--- src/rtl/track_adc_ctrl.sv ---
module track_adc_ctrl #(
  parameter int N = 8
) (
  input  logic         clk,
  input  logic         rst,
  input  logic         en,
  input  logic         cmp_above,
  output logic [N-1:0] code,
  output logic         locked
);
  localparam logic [N-1:0] TOP = {N{1'b1}};
  localparam logic [N-1:0] MID = {1'b1, {(N-1){1'b0}}};

  logic last_dir;
  logic seen;

  wire at_top = (code == TOP);
  wire at_bot = (code == '0);
  wire [N-1:0] next_code = cmp_above ? (at_top ? code : code + 1'b1)
                                     : (at_bot ? code : code - 1'b1);

  always_ff @(posedge clk) begin
    if (rst) begin
      code     <= MID;
      last_dir <= 1'b0;
      seen     <= 1'b0;
      locked   <= 1'b0;
    end else if (en) begin
      code     <= next_code;
      last_dir <= cmp_above;
      seen     <= 1'b1;
      locked   <= seen && (cmp_above != last_dir);
    end
  end

  p_reset_mid_r1: assert property (@(posedge clk)
    rst |=> (code == MID) && !locked);

  p_step_up_r2: assert property (@(posedge clk) disable iff (rst)
    (en && cmp_above && code != TOP) |=> code == $past(code) + 1'b1);

  p_step_down_r3: assert property (@(posedge clk) disable iff (rst)
    (en && !cmp_above && code != '0) |=> code == $past(code) - 1'b1);

  p_no_overflow_r4: assert property (@(posedge clk) disable iff (rst)
    (en && cmp_above && code == TOP) |=> code == TOP);

  p_no_underflow_r5: assert property (@(posedge clk) disable iff (rst)
    (en && !cmp_above && code == '0) |=> code == '0);

  p_hold_idle_r6: assert property (@(posedge clk) disable iff (rst)
    !en |=> $stable(code) && $stable(locked));

  p_first_update_r1: assert property (@(posedge clk) disable iff (rst)
    ($past(rst) && en) |=> !locked);
endmodule

--- config.mk ---
export PLATFORM = sky130hd
export DESIGN_NAME = track_adc_ctrl
export DESIGN_NICKNAME = d
export VERILOG_FILES = /design/src/rtl/track_adc_ctrl.sv
export SDC_FILE = /design/constraint.sdc
export NUM_CORES = 1
export LEC_CHECK = 0
export ABC_AREA = 1
export BUFFER_PORTS_ARGS = -buffer_cell sky130_fd_sc_hd__clkbuf_2
export CORE_ASPECT_RATIO = 1.2
export CORE_UTILIZATION = 45
export DETAILED_ROUTE_END_ITERATION = 7
export MAX_ROUTING_LAYER = met4
export PLACE_DENSITY = 0.68
export SLEW_MARGIN = 20
export SYNTH_ARGS = -nofsm -noshare
export SYNTH_HDL_FRONTEND = slang
export SYNTH_SLANG_ARGS = --single-unit
--- constraint.sdc ---
create_clock -name clk -period 1.6 [get_ports clk]
set_clock_uncertainty 0.15 [all_clocks]
set_input_delay 0.08 -clock clk [delete_from_list [all_inputs] [get_ports clk]]
set_output_delay 0.08 -clock clk [all_outputs]
set_load 0.02 [all_outputs]
==> metrics.txt <==
# diodes 0; Setup WS pre-CTS 8.449 ps; Pre-antenna DRT Iters 4; post-synthesis sequential area ratio 25.43%; grt total ovfl 0; # DRC 0; Max-Cap Viols 0; Final Slew Violations 0; clock share of power 21.6%; post-synthesis cell type count 19; worst setup margin 103.2 ps; Worst setup EP type flip-flop; Max clock buf depth 2; crit start category flip-flop; Tot Pwr 0.9329 mW; core area 1829 um2; global-route wire length before repair 3443 um; post-synthesis register bit count 11; area grow syn2layout 29.91%; Routed WL 1965 um; Tcrit/Tclk final 93.55%; min cycle time layout 1497 ps; Multi-input gate area 596.8 um2; Final GP Congestion 0.8113; WP data required 1620 ps; Arr. time, crit path 1520 ps; vias per cell 4.957; CTS tree yes; unrepaired setup endpoints after global routing no; post-DP HPWL 1520 um; Leak Pwr 0.6181 nW; initial antenna violation count 0; NumNets Final 181; Die Width 42.04 um; Final Util 61.49%; Ys Warns 0; Sum Neg Setup Slack 0 ps; Starting Density 47.33%; Boundary Pins 13; Switching Power 0.3632 mW; Logic pwr share 43.0%; DIE HEIGHT 50.05 um; vias in the first global route 883; Hold WC Path Type in2reg; FF/Latch Area 226.5 um2; critical path class reg2reg; fillers 182; Slew @ Worst Pin 285.2 ps; Max Clk Rate 668.1 MHz; number of endpoints failing setup at the final stage 0; outcome complete, no violations; Async S/R FF share, synth 0%; Fin. Hold Viols 0; Max FO, Critical Path 3; Hold Slack 100.3 ps; pin count of the biggest net entering global routing 11; share of cells above drive strength 1 26.04%; Post-Synthesis Cells 140; clock root buffer clkbuf_4; worst vdd ir 0.0004689 V; clock sink count 11; placed insts 180; Worst-path clk slew 70 ps; port bufs 12; Cell Pwr Density 829.4 nW/um2; overall routing resource usage 21.88%; Slew HR 80.97%; P_int 0.5698 mW; Vias 932; synthesized cell area 865.8 um2; post-route ant nets 0; CTS Buf Count 3; Final Non-Filler Cells 188; floorplan row count 17; Iter 0 DRT Violations 17; sequential power share 35.5%; Post-synth EDFFs 0; Syn Nets 151; Clk Latency, worst-skew pair 280 ps; routed wire length per instance 10.45 um; Avg Cell Area, Syn 6.185 um2; Main synth FF type dfxtp_1; cell area after layout 1125 um2; Sw Share 38.93%; Die ar. 2104 um2; Cell Area, Placed 1018 um2; Max H-tree Level 1
-- what timing repair did --
action	4_1_cts	5_1_grt
buffers inserted	0	1
resized for setup	0	6
hold endpoints to repair	4	0
endpoints found under the setup margin	0	5
hold buffers	3	0
-- kinds of logic after synthesis --
family / synth area share, %
simple gates: 45.23
buf+inv: 9.971
compound gates: 6.358
flops: 25.43
fa+ha+maj: 10.98
xor+xnor: 2.023
-- cell type report --
class	instances	area share [%]
Inverter	23	7.675
Sequential cell	11	20.13
Timing Repair Buffer	25	14.68
Multi-Input combinational cell	106	53.06
Clock buffer	4	2.336
Tap cell	19	2.113
-- layer usage --
layer  wire (um)  track usage [%]  share of wire [%]
met5           0                -                  0
met4          40            9.896                2.0
met3          66            4.396                3.4
met2         999            39.32                 51
met1         860            22.72                 44
-- synthesized netlist by cell type (2+ instances only) --
| master | number | area share [%] |
|---|---|---|
| a21oi_1 | 7 | 4.0 |
| dfxtp_1 | 11 | 25 |
| ha_1 | 6 | 8.7 |
| inv_1 | 22 | 9.5 |
| nand2_1 | 45 | 20 |
| nand2_2 | 2 | 1.4 |
| nand3_1 | 7 | 4.0 |
| nand3_2 | 3 | 3.5 |
| nor2_1 | 19 | 8.2 |
| nor2_2 | 5 | 3.6 |
| nor2_4 | 2 | 2.6 |
| o21ai_0 | 4 | 2.3 |
-- power groups by stage --
stage	logic, mW	registers [mW]	clock network [mW]
after floorplan	0.230	0.366	0
after detailed placement	0.370	0.334	0
after CTS	0.379	0.328	0.209
after global routing	0.459	0.335	0.218
final	0.401	0.331	0.201
after global placement	0.363	0.334	0
-- path summary, 6_finish.rpt --
kind / start / end / slack [ps] / cells past startpoint
max: code[2] / code[3] / 100 / 7
min: cmp_above / locked / 100 / 4
max reg2reg: code[2] / code[3] / 100 / 7
min reg2reg: locked / locked / 380 / 2
-- worst max-delay path: stages (launching register included) --
cell     delay [ps]
dfxtp_4         360
ha_4            210
or2_1           250
nand2_1          90
xor2_1          150
nand2_1          70
nand2_1          80
nor2_2           40
-- cell usage in the layout, fill, tap and decap left out, drive strengths merged --
| master | n |
|---|---|
| ha | 6 |
| inv | 23 |
| buf | 10 |
| nor2 | 26 |
| or2 | 1 |
| nand4 | 1 |
| o21ai | 4 |
| nand2 | 47 |
| a21oi | 7 |
| xor2 | 1 |
| xnor2 | 1 |
| fa | 1 |
| dfxtp | 11 |
| nand3b | 1 |
| clkbuf | 16 |
| nand3 | 10 |
| dlygate4sd3 | 3 |
-- flip-flops by register name, indices dropped and copies added (netlist names) --
signal,flops
code,8
last_dir,1
locked,1
seen,1
Note: power is estimated with default switching activity, not from simulation.
